`src/rtl/periph_guard_pkg.sv`:
```
package periph_guard_pkg;

  typedef enum logic [1:0] {
    ACC_RD    = 2'b00,
    ACC_WR    = 2'b01,
    ACC_FETCH = 2'b10,
    ACC_FALT  = 2'b11
  } acc_kind_e;

  typedef struct packed {
    logic sup_rd;
    logic sup_wr;
    logic usr_rd;
    logic usr_wr;
    logic exec;
  } perm_t;

  function automatic perm_t code_to_perm(logic [3:0] code);
    perm_t p;
    p = '0;
    case (code[2:0])
      3'd0: begin p.sup_rd = 1'b1; p.sup_wr = 1'b1; end
      3'd1: begin p.sup_rd = 1'b1; end
      3'd2: begin p.sup_rd = 1'b1; p.sup_wr = 1'b1; p.usr_rd = 1'b1; end
      3'd3: begin p.sup_rd = 1'b1; p.sup_wr = 1'b1; p.usr_rd = 1'b1; p.usr_wr = 1'b1; end
      3'd4: begin p.sup_rd = 1'b1; p.usr_rd = 1'b1; end
      3'd5: begin p.sup_wr = 1'b1; end
      default: p = '0;
    endcase
    p.exec = code[3];
    return p;
  endfunction

endpackage

```
`src/rtl/pg_regfile.sv`:
```
module pg_regfile #(
  parameter int NUM_MODS = 8,
  parameter int NUM_GRP  = 2,
  parameter int CODE_W   = 4,
  parameter int CFG_AW   = 4
) (
  input  logic                              clk,
  input  logic                              rst,
  input  logic                              cfg_wr,
  input  logic                              cfg_rd,
  input  logic [CFG_AW-1:0]                 cfg_addr,
  input  logic [7:0]                        cfg_wdata,
  output logic [7:0]                        cfg_rdata,
  output logic [NUM_MODS-1:0][CODE_W-1:0]   mod_code_o,
  output logic [NUM_GRP-1:0][CODE_W-1:0]    grp_code_o
);

  localparam int GRP_BASE = NUM_MODS;
  localparam int GRP_END  = NUM_MODS + NUM_GRP;

  logic [CODE_W-1:0] mod_q [NUM_MODS];
  logic [CODE_W-1:0] grp_q [NUM_GRP];
  logic              grp_lock [NUM_GRP];
  logic              unused_wd;

  assign unused_wd = ^cfg_wdata[6:CODE_W];

  // module code storage: plain writes, no lock
  genvar m;
  generate
    for (m = 0; m < NUM_MODS; m++) begin : g_mod
      always_ff @(posedge clk) begin
        if (rst) begin
          mod_q[m] <= '0;
        end else if (cfg_wr && (int'(cfg_addr) == m)) begin
          mod_q[m] <= cfg_wdata[CODE_W-1:0];
        end
      end
      assign mod_code_o[m] = mod_q[m];
    end
  endgenerate

  // group registers with sticky lock
  genvar g;
  generate
    for (g = 0; g < NUM_GRP; g++) begin : g_grp
      always_ff @(posedge clk) begin
        if (rst) begin
          grp_q[g]    <= '0;
          grp_lock[g] <= 1'b0;
        end else if (cfg_wr && !grp_lock[g] && (int'(cfg_addr) == GRP_BASE + g)) begin
          grp_q[g]    <= cfg_wdata[CODE_W-1:0];
          grp_lock[g] <= cfg_wdata[7];
        end
      end
      assign grp_code_o[g] = grp_q[g];


      lock_hold_chk: assert property (@(posedge clk) disable iff (rst)
        grp_lock[g] |=> ($stable(grp_lock[g]) && $stable(grp_q[g])));
    end
  endgenerate

  // registered readback
  always_ff @(posedge clk) begin
    if (rst) begin
      cfg_rdata <= '0;
    end else if (cfg_rd) begin
      cfg_rdata <= '0;
      if (int'(cfg_addr) < GRP_BASE) begin
        cfg_rdata[CODE_W-1:0] <= mod_q[cfg_addr[$clog2(NUM_MODS)-1:0]];
      end else if (int'(cfg_addr) < GRP_END) begin
        for (int i = 0; i < NUM_GRP; i++) begin
          if (int'(cfg_addr) == GRP_BASE + i) begin
            cfg_rdata[CODE_W-1:0] <= grp_q[i];
            cfg_rdata[7]          <= grp_lock[i];
          end
        end
      end
    end
  end


  rsvd_zero_chk: assert property (@(posedge clk) disable iff (rst)
    cfg_rdata[6:4] == 3'b000);

endmodule

```
`src/rtl/pg_addr_dec.sv`:
```
module pg_addr_dec #(
  parameter int ADDR_W     = 30,
  parameter int REGION_LSB = 26,
  parameter int REGION_W   = 4,
  parameter int MOD_SHIFT  = 16,
  parameter int NUM_MODS   = 8,
  parameter int NUM_GRP    = 2,
  parameter int CODE_W     = 4
) (
  input  logic [ADDR_W-1:0]                 addr,
  input  logic [NUM_MODS-1:0][CODE_W-1:0]   mod_code,
  input  logic [NUM_GRP-1:0][CODE_W-1:0]    grp_code,
  output logic                              reserved,
  output logic                              mod_hit,
  output logic [CODE_W-1:0]                 sel_code
);

  localparam int MIDX_FULL_W = REGION_LSB - MOD_SHIFT;
  localparam int MOD_IDX_W   = (NUM_MODS > 1) ? $clog2(NUM_MODS) : 1;
  localparam int GRP_IDX_W   = (NUM_GRP > 1) ? $clog2(NUM_GRP) : 1;

  logic [REGION_W-1:0]    region;
  logic [MIDX_FULL_W-1:0] midx_full;
  logic [MOD_IDX_W-1:0]   midx;
  logic [GRP_IDX_W-1:0]   gidx;
  logic                   unused_low;

  assign unused_low = ^addr[MOD_SHIFT-1:0];
  assign region     = addr[REGION_LSB +: REGION_W];
  assign midx_full  = addr[MOD_SHIFT +: MIDX_FULL_W];
  assign midx       = midx_full[MOD_IDX_W-1:0];
  assign gidx       = region[GRP_IDX_W-1:0];

  assign reserved = (int'(region) >= NUM_GRP);
  assign mod_hit  = (region == '0) && (int'(midx_full) < NUM_MODS);

  // module field takes precedence over the enclosing group register
  always_comb begin
    if (mod_hit) sel_code = mod_code[midx];
    else         sel_code = grp_code[gidx];
  end

endmodule

```
`src/rtl/pg_perm_eval.sv`:
```
module pg_perm_eval
  import periph_guard_pkg::*;
#(
  parameter int CODE_W = 4
) (
  input  logic [CODE_W-1:0] code,
  input  logic              super_mode,
  input  logic [1:0]        kind,
  output logic              allow
);

  perm_t p;
  logic  rd_ok;

  assign p     = code_to_perm(code);
  assign rd_ok = super_mode ? p.sup_rd : p.usr_rd;

  always_comb begin
    case (acc_kind_e'(kind))
      ACC_RD:  allow = rd_ok;
      ACC_WR:  allow = super_mode ? p.sup_wr : p.usr_wr;
      default: allow = p.exec && rd_ok;
    endcase
  end

endmodule

```
`src/rtl/periph_guard.sv`:
```
module periph_guard
  import periph_guard_pkg::*;
#(
  parameter int ADDR_W     = 30,
  parameter int REGION_LSB = 26,
  parameter int REGION_W   = 4,
  parameter int MOD_SHIFT  = 16,
  parameter int NUM_MODS   = 8,
  parameter int NUM_GRP    = 2,
  parameter int CODE_W     = 4,
  parameter int CFG_AW     = $clog2(NUM_MODS + NUM_GRP)
) (
  input  logic              clk,
  input  logic              rst,
  input  logic              cfg_wr,
  input  logic              cfg_rd,
  input  logic [CFG_AW-1:0] cfg_addr,
  input  logic [7:0]        cfg_wdata,
  output logic [7:0]        cfg_rdata,
  input  logic              acc_valid,
  input  logic [ADDR_W-1:0] acc_addr,
  input  logic [1:0]        acc_kind,
  input  logic              acc_super,
  output logic              acc_ok,
  output logic              acc_err
);

  logic [NUM_MODS-1:0][CODE_W-1:0] mod_code;
  logic [NUM_GRP-1:0][CODE_W-1:0]  grp_code;
  logic                            reserved;
  logic                            mod_hit;
  logic [CODE_W-1:0]               sel_code;
  logic                            code_allow;
  logic                            is_fetch;
  logic                            deny;

  pg_regfile #(
    .NUM_MODS (NUM_MODS),
    .NUM_GRP  (NUM_GRP),
    .CODE_W   (CODE_W),
    .CFG_AW   (CFG_AW)
  ) u_regs (
    .clk        (clk),
    .rst        (rst),
    .cfg_wr     (cfg_wr),
    .cfg_rd     (cfg_rd),
    .cfg_addr   (cfg_addr),
    .cfg_wdata  (cfg_wdata),
    .cfg_rdata  (cfg_rdata),
    .mod_code_o (mod_code),
    .grp_code_o (grp_code)
  );

  pg_addr_dec #(
    .ADDR_W     (ADDR_W),
    .REGION_LSB (REGION_LSB),
    .REGION_W   (REGION_W),
    .MOD_SHIFT  (MOD_SHIFT),
    .NUM_MODS   (NUM_MODS),
    .NUM_GRP    (NUM_GRP),
    .CODE_W     (CODE_W)
  ) u_dec (
    .addr     (acc_addr),
    .mod_code (mod_code),
    .grp_code (grp_code),
    .reserved (reserved),
    .mod_hit  (mod_hit),
    .sel_code (sel_code)
  );

  pg_perm_eval #(
    .CODE_W (CODE_W)
  ) u_perm (
    .code       (sel_code),
    .super_mode (acc_super),
    .kind       (acc_kind),
    .allow      (code_allow)
  );

  assign is_fetch = acc_kind[1];
  assign deny     = reserved || (mod_hit && is_fetch) || !code_allow;
  assign acc_ok   = acc_valid && !deny;
  assign acc_err  = acc_valid && deny;


  reserved_err_chk: assert property (@(posedge clk) disable iff (rst)
    (acc_valid && (int'(acc_addr[REGION_LSB +: REGION_W]) >= NUM_GRP)) |-> acc_err);


  mod_fetch_err_chk: assert property (@(posedge clk) disable iff (rst)
    (acc_valid && mod_hit && acc_kind[1]) |-> acc_err);


  one_resp_chk: assert property (@(posedge clk) disable iff (rst)
    acc_valid |-> $onehot({acc_ok, acc_err}));


  idle_quiet_chk: assert property (@(posedge clk) disable iff (rst)
    !acc_valid |-> (!acc_ok && !acc_err));

endmodule

```
`config.mk`:
```
export PLATFORM = sky130hd
export DESIGN_NAME = periph_guard
export DESIGN_NICKNAME = d
export VERILOG_FILES = /design/src/rtl/periph_guard_pkg.sv /design/src/rtl/pg_regfile.sv /design/src/rtl/pg_addr_dec.sv /design/src/rtl/pg_perm_eval.sv /design/src/rtl/periph_guard.sv
export SDC_FILE = /design/constraint.sdc
export NUM_CORES = 1
export LEC_CHECK = 0
export BUFFER_PORTS_ARGS = -buffer_cell sky130_fd_sc_hd__buf_2
export CORE_ASPECT_RATIO = 1.2
export CORE_MARGIN = 1
export CORE_UTILIZATION = 54
export CTS_CLUSTER_SIZE = 40
export DETAILED_ROUTE_END_ITERATION = 6
export GPL_ROUTABILITY_DRIVEN = 0
export GPL_TIMING_DRIVEN = 0
export PLACE_DENSITY_LB_ADDON = 0.08
export SYNTH_ARGS = -nofsm -noshare
export SYNTH_HDL_FRONTEND = slang
export SYNTH_SLANG_ARGS = --single-unit
```
`constraint.sdc`:
```
create_clock -name clk -period 2 [get_ports clk]
set_clock_uncertainty 0.1 [all_clocks]
set_input_delay 0.1 -clock clk [delete_from_list [all_inputs] [get_ports clk]]
set_output_delay 0.1 -clock clk [all_outputs]
set_load 0.01 [all_outputs]
```
# == After elaboration in Yosys (flattened, before gate mapping) ==
# Memory sizes are Yosys's and may differ from the RTL's.
# Cells that the tools add are included.
# totals
ff_bits,5
ram_bits,42
output_inout_bits,10
memories,3
# mem_list
memory,words,width,read_ports,rd_clocked_by_memory_dff,wr,line,source
u_regs.mod_q,8,4,9,0,8,pg_regfile.sv:21,logic [CODE_W-1:0] mod_q [NUM_MODS];
u_regs.grp_q,2,4,2,0,2,pg_regfile.sv:22,logic [CODE_W-1:0] grp_q [NUM_GRP];
u_regs.grp_lock,2,1,2,0,2,pg_regfile.sv:23,logic grp_lock [NUM_GRP];
# op_classes
n_mux,64
n_lt_le_gt_ge,6
n_bitwise,12
eq_ne,15
n_reduce_logical,30
# ops
cell,count
two-way mux 4 bit,18
two-way mux 1 bit,44
== test 4 bit (second input constant),6
logical AND 1 bit,17
binary-select mux 4 bit (select 3 bit),1
bitwise OR 1 bit,12
less-than comparator 10 x 4 -> 1 bit (second input constant),1
== test 4 x 3 -> 1 bit (second input constant),2
zero test 4 bit,2
less-than comparator 4 bit (second input constant),2
== test 3 x 2 -> 1 bit (second input constant),2
== test 3 bit (second input constant),2
OR reduction 5 bit,1
== test 4 x 2 -> 1 bit (second input constant),1
greater-or-equal comparator 4 x 2 -> 1 bit (second input constant),1
zero test 1 bit,4
less-than comparator 3 x 4 -> 1 bit (second input constant),1
OR reduction 4 bit,1
== test 3 x 1 -> 1 bit (second input constant),1
zero test 3 bit,1
OR reduction 3 bit,1
== test 2 x 1 -> 1 bit (second input constant),1
zero test 2 bit,1
logical OR 1 bit,2
other kinds (2),2

# == Longest topological paths before layout ==
# Gate-level depths: netlist of the first run.
# An unclocked memory read counts as a cell.
# depth
depth_word,14
mapped_depth,8

# == Cells and area by module ==
# Synthesis of the first run repeated with hierarchy kept, for this count alone.
# unflattened
cells_unflattened,232
hier_area_um2,2785.2
# by_module_without_submodules
mod,n_inst,cells_each,area_each_um2
pg_regfile,1,188,2332.2
pg_addr_dec,1,30,366.6
pg_perm_eval,1,9,60.1
periph_guard,1,5,26.3

# == Least setup slack after synthesis of the first run ==
# No wires, ideal clock.
# synth_timing
path_kind,reg-to-output
start,memory u_regs.mod_q[3][2]
end,output port acc_ok
arrival_time_ps,1684
slack_ps,116
required_time_ps,1800
path_stages_with_launch,7
path_cell_list,edfxtp_1 > mux4_1 > mux2i_1 > mux2i_1 > a211o_1 > o311ai_1 > o21a_1
# synth_rtl
element,line,source
"start, declared",pg_regfile.sv:21,
"end, declared",periph_guard.sv:24,"output logic acc_ok,"

==> results of run 1 <==
## layout by cell type (no fill, tap or decap), types with 4 or more instances in the layout
cell type / count
a22oi_1: 5
and2_1: 43
buf_2: 33
buf_4: 4
clkbuf_1: 8
clkbuf_8: 5
dfxtp_1: 5
edfxtp_1: 42
inv_1: 5
mux2i_1: 9
mux4_1: 4
mux4_2: 10
nand2_1: 8
nand3b_1: 4
nor2_1: 9
nor3_1: 6
o211a_1: 4
o211ai_1: 4
## cell families (layout without fill, tap and decap cells)
family | after synthesis | after routing | synth area share, %
other | 1 | 3 | 0.140
multiplexers | 28 | 28 | 18.2
flip-flops | 47 | 47 | 51.0
buffers and inverters | 20 | 61 | 3.89
AO/OA/AOI/OAI | 28 | 28 | 8.25
AND/OR/NAND/NOR | 83 | 83 | 18.6
## layout make-up
cell class,instances,area share (%)
timing repair buffer,33,5.68
clock inverter,3,1.28
tap,58,2.39
sequential,47,44.8
buffer,15,2.80
clock buffer,5,2.27
inverter,5,0.618
multi-input combinational,142,40.2
## worst max-delay path by stage
stage / from / end / slack [ps] / cells after the start
3_3_place_gp: u_regs.mod_q[1][2]$_SDFFCE_PN0P_ / acc_ok / -110 / 7
6_report: u_regs.mod_q[6][1]$_SDFFCE_PN0P_ / acc_ok / -360 / 7
3_5_place_dp: u_regs.mod_q[1][2]$_SDFFCE_PN0P_ / acc_ok / -110 / 7
5_1_grt: u_regs.mod_q[2][2]$_SDFFCE_PN0P_ / acc_ok / -490 / 7
2_1_floorplan: u_regs.mod_q[3][2]$_SDFFCE_PN0P_ / acc_ok / 120 / 6
4_1_cts: u_regs.mod_q[2][2]$_SDFFCE_PN0P_ / acc_ok / -350 / 8
## per-layer routing
layer / part of all wire [%] / wire (um)
met1: 40 / 2240
met4: 2.7 / 150
met5: 0 / 0
met3: 5.8 / 323
met2: 51 / 2870
## state kept, by name, indices dropped and copies added (netlist names)
name and flops:
u_regs.cfg_rdata 5, u_regs.grp_lock 2, u_regs.grp_q 8, u_regs.mod_q 32
## worst max-delay path: cells and delay by family (launching register included)
family	cells	cell delay (ps)
AO/OA/AOI/OAI	3	450
buffers and inverters	1	130
flip-flops	1	430
multiplexers	3	850
## report_power, final
group	internal, uW	switching (uW)	leakage [uW]
combinational	135	146	0.000687
sequential	1120	30.5	0.000451
clock	366	315	0.0000556
total	1620	491	0.00119
## timing repair
| action | CTS | global route |
|---|---|---|
| gates resized for setup | 4 | 1 |
| hold buffers | 1 | 0 |
| pin swaps | 3 | 2 |
| setup endpoints to repair | 2 | 2 |
| endpoints found under the hold margin | 2 | 0 |
| buffers inserted | 1 | 0 |
## through the flow
step                      cell area [sq um]  power (uW)  TNS [ps]
after floorplan                        2680        1340         0
after global placement                 2910        1440      -189
after detailed placement               2910        1450      -345
after CTS                              3030        2120      -682
after global routing                   3040        2190      -930
final                                  3040        2120      -682
==> impl_results.html, run 1 <==
<table>
<tr><th>Metric</th><th>Value</th></tr>
<tr><th colspan="2">Worst setup path</th></tr>
<tr><td>CP cell instances</td><td>mux4_1 -&gt; mux2i_1 -&gt; mux2_4 -&gt; a211o_1 -&gt; o311ai_2 -&gt; o21a_1 -&gt; buf_2</td></tr>
<tr><td>FF-to-FF setup slack</td><td>430 ps</td></tr>
<tr><td>Source of the worst register-to-register timing path</td><td>u_regs.mod_q[6][1]$_SDFFCE_PN0P_</td></tr>
<tr><td>Top fanout value on the critical path</td><td>4</td></tr>
<tr><td>Worst Setup End Kind</td><td>output pin</td></tr>
<tr><td>Number of cells on the worst reg-to-reg path</td><td>4</td></tr>
<tr><td>Worst-path cell with the longest stage delay</td><td>mux4_1</td></tr>
<tr><td>Required time worst endpoint</td><td>1800 ps</td></tr>
<tr><td>Category of the critical setup timing path</td><td>reg -&gt; out</td></tr>
<tr><td>Arr. time, crit path</td><td>between 2000 and 2500 ps</td></tr>
<tr><td>Critical path's largest stage delay</td><td>roughly 510 ps</td></tr>
<tr><td>Sort of element at the start of the critical path</td><td>register</td></tr>
<tr><td>Reg2reg end</td><td>u_regs.cfg_rdata[1]$_SDFFE_PP0P_</td></tr>
<tr><th colspan="2">Power</th></tr>
<tr><td>Maximum vdd ir drop</td><td>0.629 mV</td></tr>
<tr><td>Leakage power of the design</td><td>between 0.001 and 0.0015 uW</td></tr>
<tr><td>Cell area power density</td><td>696 nW/um^2</td></tr>
<tr><th colspan="2">Global route</th></tr>
<tr><td>GR Util All Layers</td><td>a little under a quarter</td></tr>
<tr><td>GR met3 Demand/Resource</td><td>4.17%</td></tr>
<tr><td>Initial antenna violation count</td><td>0</td></tr>
<tr><td>Grt met1 use</td><td>a little over a quarter</td></tr>
<tr><td>Largest net degree at the start of global routing</td><td>15</td></tr>
<tr><td>Most congested layer reported by global routing</td><td>met2</td></tr>
<tr><td>Vias in the first global route</td><td>1,746</td></tr>
<tr><td>Met2 layer usage reported by global route</td><td>roughly two fifths</td></tr>
<tr><td>GRT overflow</td><td>0</td></tr>
<tr><td>Wire length of the first global-routing pass</td><td>8530 um</td></tr>
<tr><th colspan="2">STA</th></tr>
<tr><td>Highest clock frequency the design can meet</td><td>424 MHz</td></tr>
<tr><td>Worst slew margin</td><td>55.4%</td></tr>
<tr><td>RSZ-0062 raised after global routing</td><td>yes</td></tr>
<tr><td>Final worst path period share</td><td>118%</td></tr>
<tr><td>Endpoints failing hold</td><td>0</td></tr>
<tr><td>Final WS setup</td><td>-357 ps</td></tr>
<tr><td>Slew at the pin with the worst max-slew slack</td><td>approximately 660 ps</td></tr>
<tr><td>Minimum period implied by the final worst setup slack</td><td>2360 ps</td></tr>
<tr><td>Worst slack on hold paths</td><td>~14 ps</td></tr>
<tr><td>Number of max-slew violations in the final report</td><td>0</td></tr>
<tr><td>Count of endpoints failing setup in the final report</td><td>2</td></tr>
<tr><th colspan="2">Detailed routing</th></tr>
<tr><td>Number of iterations in the first detailed-routing pass</td><td>4</td></tr>
<tr><td>Post-detailed-route DRC marker count</td><td>0</td></tr>
<tr><td>Average via count per standard cell</td><td>5.86</td></tr>
<tr><td>1st-iter DRT viols</td><td>112</td></tr>
<tr><td>Count of nets left with antenna violations after detail routing</td><td>0</td></tr>
<tr><td>Average wire per cell in the routed design</td><td>~18 um</td></tr>
<tr><td>Total Wirelength</td><td>5580 um</td></tr>
<tr><td>Total vias in the final route</td><td>1,805</td></tr>
<tr><th colspan="2">Worst hold path</th></tr>
<tr><td>Hold-critical path depth</td><td>3</td></tr>
<tr><td>Startpoint of the worst hold path</td><td>rst</td></tr>
<tr><td>Hold Crit Class</td><td>in -&gt; reg</td></tr>
<tr><td>Hold EP</td><td>u_regs.cfg_rdata[0]$_SDFFE_PP0P_</td></tr>
<tr><th colspan="2">Final layout</th></tr>
<tr><td>Filler cells</td><td>370</td></tr>
<tr><td>Storage cell area</td><td>approximately 1400 sq um</td></tr>
<tr><td>Share of final-layout standard cells stronger than drive strength 1</td><td>26.8%</td></tr>
<tr><td>Number of antenna diodes</td><td>0</td></tr>
<tr><td>Area growth from synthesis to layout</td><td>13.8%</td></tr>
<tr><td>Final cell utilization of the core</td><td>between 60% and 70%</td></tr>
<tr><td>Number of non-filler instances in the completed layout</td><td>a little over 300</td></tr>
<tr><td>Area of combinational cells with multiple inputs</td><td>between 1000 and 1500 sq um</td></tr>
<tr><td>Layout Nets</td><td>around 300</td></tr>
<tr><th colspan="2">Outcome</th></tr>
<tr><td>Violations in the final reports</td><td>negative setup slack</td></tr>
<tr><td>Outcome</td><td>finished, violations left</td></tr>
<tr><th colspan="2">Floorplanning</th></tr>
<tr><td>Die outline area</td><td>approximately 5200 sq um</td></tr>
<tr><td>Placement row count</td><td>27</td></tr>
<tr><td>Y dimension of the die</td><td>79.0 um</td></tr>
<tr><td>Floorplan core area</td><td>4660 sq um</td></tr>
<tr><td>I/O pin total</td><td>60</td></tr>
<tr><td>Initial standard-cell utilization of the core</td><td>57.3%</td></tr>
<tr><td>Horiz. Die Dim</td><td>66.2 um</td></tr>
<tr><th colspan="2">Clock tree</th></tr>
<tr><td>Number of sinks on the clock net</td><td>between 40 and 50</td></tr>
<tr><td>Maximum level of the CTS H-tree</td><td>2</td></tr>
<tr><td>CTS Root Buffer Type</td><td>clkbuf_8</td></tr>
<tr><td>Clock latency reported for the late side of the worst-skew pair</td><td>roughly 300 ps</td></tr>
<tr><td>CTS tree</td><td>built</td></tr>
<tr><td>TritonCTS buffer count</td><td>5</td></tr>
<tr><td>Buffer levels on the longest clock path</td><td>2</td></tr>
<tr><td>CTS clk-pin slew, worst paths</td><td>90 ps</td></tr>
<tr><th colspan="2">Logic synthesis</th></tr>
<tr><td>Register area share after synthesis</td><td>51.0%</td></tr>
<tr><td>EDFF count, synth</td><td>42</td></tr>
<tr><td>Most area-hungry cell type in the Yosys netlist</td><td>edfxtp_1</td></tr>
<tr><td>Area of the mapped netlist</td><td>~2700 sq um</td></tr>
<tr><td>Most frequently used flop master after synthesis</td><td>edfxtp_1</td></tr>
<tr><td>Share of synthesized registers carrying an async set or reset</td><td>0%</td></tr>
<tr><td>Post-synth top area share</td><td>47.2%</td></tr>
<tr><td>Most frequent cell after synthesis</td><td>and2_1</td></tr>
<tr><td>Mapped Cells</td><td>207</td></tr>
<tr><td>Mean instance size in the synthesized netlist</td><td>around 13 sq um</td></tr>
<tr><td>Number of warnings reported in the yosys synthesis log</td><td>0</td></tr>
<tr><td>Count of state elements after synthesis</td><td>47</td></tr>
<tr><td>Synth area leaders</td><td>edfxtp_1, and2_1, mux4_2, mux4_1, mux2i_1</td></tr>
<tr><td>Leading post-synthesis cells by instance count</td><td>and2_1, edfxtp_1, mux2i_1</td></tr>
<tr><td>Number of different library cells in the post-synthesis netlist</td><td>39</td></tr>
<tr><th colspan="2">Placed design</th></tr>
<tr><td>Placed Cells</td><td>298</td></tr>
<tr><td>Buffers on Ports</td><td>31</td></tr>
<tr><td>Post-DP HPWL</td><td>4230 um</td></tr>
<tr><td>DP Worst Slack</td><td>-109 ps</td></tr>
<tr><th colspan="2">Flow run</th></tr>
<tr><td>Number of max-cap violations</td><td>0</td></tr>
</table>
Note: power is estimated with default switching activity, not from simulation.
==> run 2, diff against run 1 <==
--- a/config.mk
+++ b/config.mk
@@ -8,7 +8,8 @@
 export BUFFER_PORTS_ARGS = -buffer_cell sky130_fd_sc_hd__buf_2
 export CORE_ASPECT_RATIO = 1.2
 export CORE_MARGIN = 1
-export CORE_UTILIZATION = 54
+export CORE_UTILIZATION = 56
+export CTS_BUF_LIST = sky130_fd_sc_hd__clkbuf_4
 export CTS_CLUSTER_SIZE = 40
 export DETAILED_ROUTE_END_ITERATION = 6
 export GPL_ROUTABILITY_DRIVEN = 0
==> run 2 against run 1 <==
Net effect:
- the run still ends with negative setup slack left
- global-route usage is 0.52 points higher
- sequential cell count stayed put
- final area down 2.0%
- utilization shrank 0.35 points
- critical path depth unchanged
- largest cell class unchanged
==> impl_results.html, run 2 (synthesis results as in run 1) <==
<table>
<tr><th>Metric</th><th>Value</th></tr>
<tr><th colspan="2">Worst setup path</th></tr>
<tr><td>Start point of the critical path</td><td>u_regs.mod_q[1][1]$_SDFFCE_PN0P_</td></tr>
<tr><td>Critical path's largest stage delay</td><td>between 500 and 600 ps</td></tr>
<tr><td>Sort of element at the start of the critical path</td><td>register</td></tr>
<tr><td>Required time worst endpoint</td><td>1800 ps</td></tr>
<tr><td>Worst Setup End Kind</td><td>output pin</td></tr>
<tr><td>Worst path top cell family by delay</td><td>multiplexers</td></tr>
<tr><td>Worst-path cell with the longest stage delay</td><td>mux4_1</td></tr>
<tr><td>Source of the worst register-to-register timing path</td><td>u_regs.mod_q[6][0]$_SDFFCE_PN0P_</td></tr>
<tr><td>Arr. time, crit path</td><td>2230 ps</td></tr>
<tr><td>Category of the critical setup timing path</td><td>reg -&gt; out</td></tr>
<tr><td>Count of buffer and inverter cells on the critical path</td><td>1</td></tr>
<tr><td>CP cell instances</td><td>mux4_1 -&gt; mux2i_1 -&gt; mux2_4 -&gt; a211o_1 -&gt; o311ai_2 -&gt; o21a_1 -&gt; buf_2</td></tr>
<tr><td>Top fanout value on the critical path</td><td>4</td></tr>
<tr><th colspan="2">Detailed routing</th></tr>
<tr><td>Post-detailed-route DRC marker count</td><td>0</td></tr>
<tr><td>Total Wirelength</td><td>5550 um</td></tr>
<tr><td>1st-iter DRT viols</td><td>73</td></tr>
<tr><td>Average via count per standard cell</td><td>slightly below 6</td></tr>
<tr><td>Total vias in the final route</td><td>~1,800</td></tr>
<tr><td>Count of nets left with antenna violations after detail routing</td><td>0</td></tr>
<tr><td>Number of iterations in the first detailed-routing pass</td><td>4</td></tr>
<tr><td>Average wire per cell in the routed design</td><td>roughly 18 um</td></tr>
<tr><th colspan="2">STA</th></tr>
<tr><td>Count of endpoints failing setup in the final report</td><td>2</td></tr>
<tr><td>Worst slew margin</td><td>58.0%</td></tr>
<tr><td>Endpoints failing hold</td><td>0</td></tr>
<tr><td>Number of max-slew violations in the final report</td><td>0</td></tr>
<tr><td>Minimum period implied by the final worst setup slack</td><td>around 2400 ps</td></tr>
<tr><td>Final worst path period share</td><td>121%</td></tr>
<tr><td>Final WS setup</td><td>-429 ps</td></tr>
<tr><td>RSZ-0062 raised after global routing</td><td>yes</td></tr>
<tr><td>Highest clock frequency the design can meet</td><td>412 MHz</td></tr>
<tr><td>Slew at the pin with the worst max-slew slack</td><td>629 ps</td></tr>
<tr><td>Worst slack on hold paths</td><td>between 60 and 70 ps</td></tr>
<tr><th colspan="2">Final layout</th></tr>
<tr><td>Flip-flop count of the largest register, all copies and words added</td><td>32</td></tr>
<tr><td>Share of final-layout standard cells stronger than drive strength 1</td><td>about a quarter</td></tr>
<tr><td>Biggest registers after layout</td><td>u_regs.mod_q x32, u_regs.grp_q x8, u_regs.cfg_rdata x5</td></tr>
<tr><td>Most common library cell in the layout ignoring fill and taps</td><td>and2_1</td></tr>
<tr><td>Layout Nets</td><td>299</td></tr>
<tr><td>Area growth from synthesis to layout</td><td>11.5%</td></tr>
<tr><td>Number of antenna diodes</td><td>0</td></tr>
<tr><td>Final Instance Area</td><td>2980 sq um</td></tr>
<tr><td>Register with the most flip-flops</td><td>u_regs.mod_q</td></tr>
<tr><td>Highest-count cells in the layout ignoring fill and taps</td><td>and2_1, edfxtp_1, buf_2</td></tr>
<tr><th colspan="2">Power</th></tr>
<tr><td>Maximum vdd ir drop</td><td>about 0.48 mV</td></tr>
<tr><td>Cell area power density</td><td>622 nW/um^2</td></tr>
<tr><td>Leakage power of the design</td><td>0.00116 uW</td></tr>
<tr><th colspan="2">Floorplanning</th></tr>
<tr><td>I/O pin total</td><td>60</td></tr>
<tr><td>Floorplan core area</td><td>4590 sq um</td></tr>
<tr><td>Placement row count</td><td>27</td></tr>
<tr><td>Die outline area</td><td>5050 sq um</td></tr>
<tr><td>Horiz. Die Dim</td><td>65.0 um</td></tr>
<tr><td>Initial standard-cell utilization of the core</td><td>58.1%</td></tr>
<tr><td>Y dimension of the die</td><td>77.6 um</td></tr>
<tr><th colspan="2">Worst hold path</th></tr>
<tr><td>Startpoint of the worst hold path</td><td>cfg_addr[3]</td></tr>
<tr><td>Hold Crit Class</td><td>in -&gt; reg</td></tr>
<tr><th colspan="2">Global route</th></tr>
<tr><td>GR met3 Demand/Resource</td><td>under 10%</td></tr>
<tr><td>Grt met1 use</td><td>26.2%</td></tr>
<tr><td>Vias in the first global route</td><td>1,828</td></tr>
<tr><td>Largest net degree at the start of global routing</td><td>15</td></tr>
<tr><td>Met2 layer usage reported by global route</td><td>43.3%</td></tr>
<tr><td>GRT overflow</td><td>0</td></tr>
<tr><td>Initial antenna violation count</td><td>0</td></tr>
<tr><td>Most congested layer reported by global routing</td><td>met2</td></tr>
<tr><td>Wire length of the first global-routing pass</td><td>8650 um</td></tr>
<tr><td>GR Util All Layers</td><td>roughly a quarter</td></tr>
<tr><th colspan="2">Placed design</th></tr>
<tr><td>Buffers on Ports</td><td>31</td></tr>
<tr><td>Post-Place Cell Area</td><td>2910 sq um</td></tr>
<tr><td>DP Worst Slack</td><td>-148 ps</td></tr>
<tr><td>Post-DP HPWL</td><td>4330 um</td></tr>
<tr><th colspan="2">Clock tree</th></tr>
<tr><td>Post-CTS repair timing setup buffer count</td><td>0</td></tr>
<tr><td>Number of sinks on the clock net</td><td>47</td></tr>
<tr><td>CTS tree</td><td>built</td></tr>
<tr><td>TritonCTS buffer count</td><td>5</td></tr>
<tr><td>CTS clk-pin slew, worst paths</td><td>130 ps</td></tr>
<tr><td>Buffer levels on the longest clock path</td><td>2</td></tr>
<tr><td>Maximum level of the CTS H-tree</td><td>2</td></tr>
<tr><td>Clock latency reported for the late side of the worst-skew pair</td><td>350 ps</td></tr>
<tr><td>CTS Root Buffer Type</td><td>clkbuf_4</td></tr>
<tr><th colspan="2">Outcome</th></tr>
<tr><td>Outcome</td><td>finished, violations left</td></tr>
<tr><td>Violations in the final reports</td><td>negative setup slack</td></tr>
<tr><th colspan="2">Flow run</th></tr>
<tr><td>Number of max-cap violations</td><td>0</td></tr>
</table>
run 2: repair_timing:
| action | in CTS | in global routing |
|---|---|---|
| hold buffers | 2 | 0 |
| cloned | 0 | 0 |
| gates resized for setup | 5 | 0 |
| endpoints found under the hold margin | 3 | 0 |
| pin swaps | 2 | 1 |
| endpoints found under the setup margin | 2 | 2 |
run 2: final cells by class:
type,count,area (sq um)
fill,382,1620
sequential,47,1360
multi-input combinational,142,1210
timing repair buffer,33,175
buffer,15,85.1
tap,58,72.6
clock buffer,5,37.5
inverter,5,18.8
clock inverter,3,15.0
run 2: worst min-delay path, stage by stage:
cell,delay (ps)
buf_2,150
o211ai_1,120
o211a_1,110
run 2: report_power, final:
| group | internal (uW) | switching (uW) | leakage, uW |
|---|---|---|---|
| sequential | 1120 | 31.2 | 0.000451 |
| clock | 129 | 291 | 0.0000263 |
| combinational | 134 | 144 | 0.000684 |
| total | 1390 | 467 | 0.00116 |
run 2: per-layer routing:
metal  up-vias  routed length [um]
met5         -                   0
met4         0                 139
met3        13                 410
met2        96                3000
met1       856                2000
li1        867                   -
run 2: path summary, 6_finish.rpt:
kind / end / slack [ps] / cells after the start
worst min register to register: u_regs.cfg_rdata[3]$_SDFFE_PP0P_ / 390 / 1
worst min-delay path: u_regs.cfg_rdata[3]$_SDFFE_PP0P_ / 60 / 3
worst max-delay path: acc_ok / -430 / 7
worst max register to register: u_regs.cfg_rdata[0]$_SDFFE_PP0P_ / 450 / 4
run 2: metrics by stage:
stage / power (uW) / util (%) / TNS [ps] / std cells
finish: 1850 / 64.8 / -812 / 308
global placement: 1440 / 63.2 / -187 / 298
CTS: 1860 / 64.8 / -876 / 308
floorplan: 1340 / - / 0 / 209
detailed placement: 1450 / 63.2 / -364 / 298
global route: 1930 / 64.8 / -1040 / 308
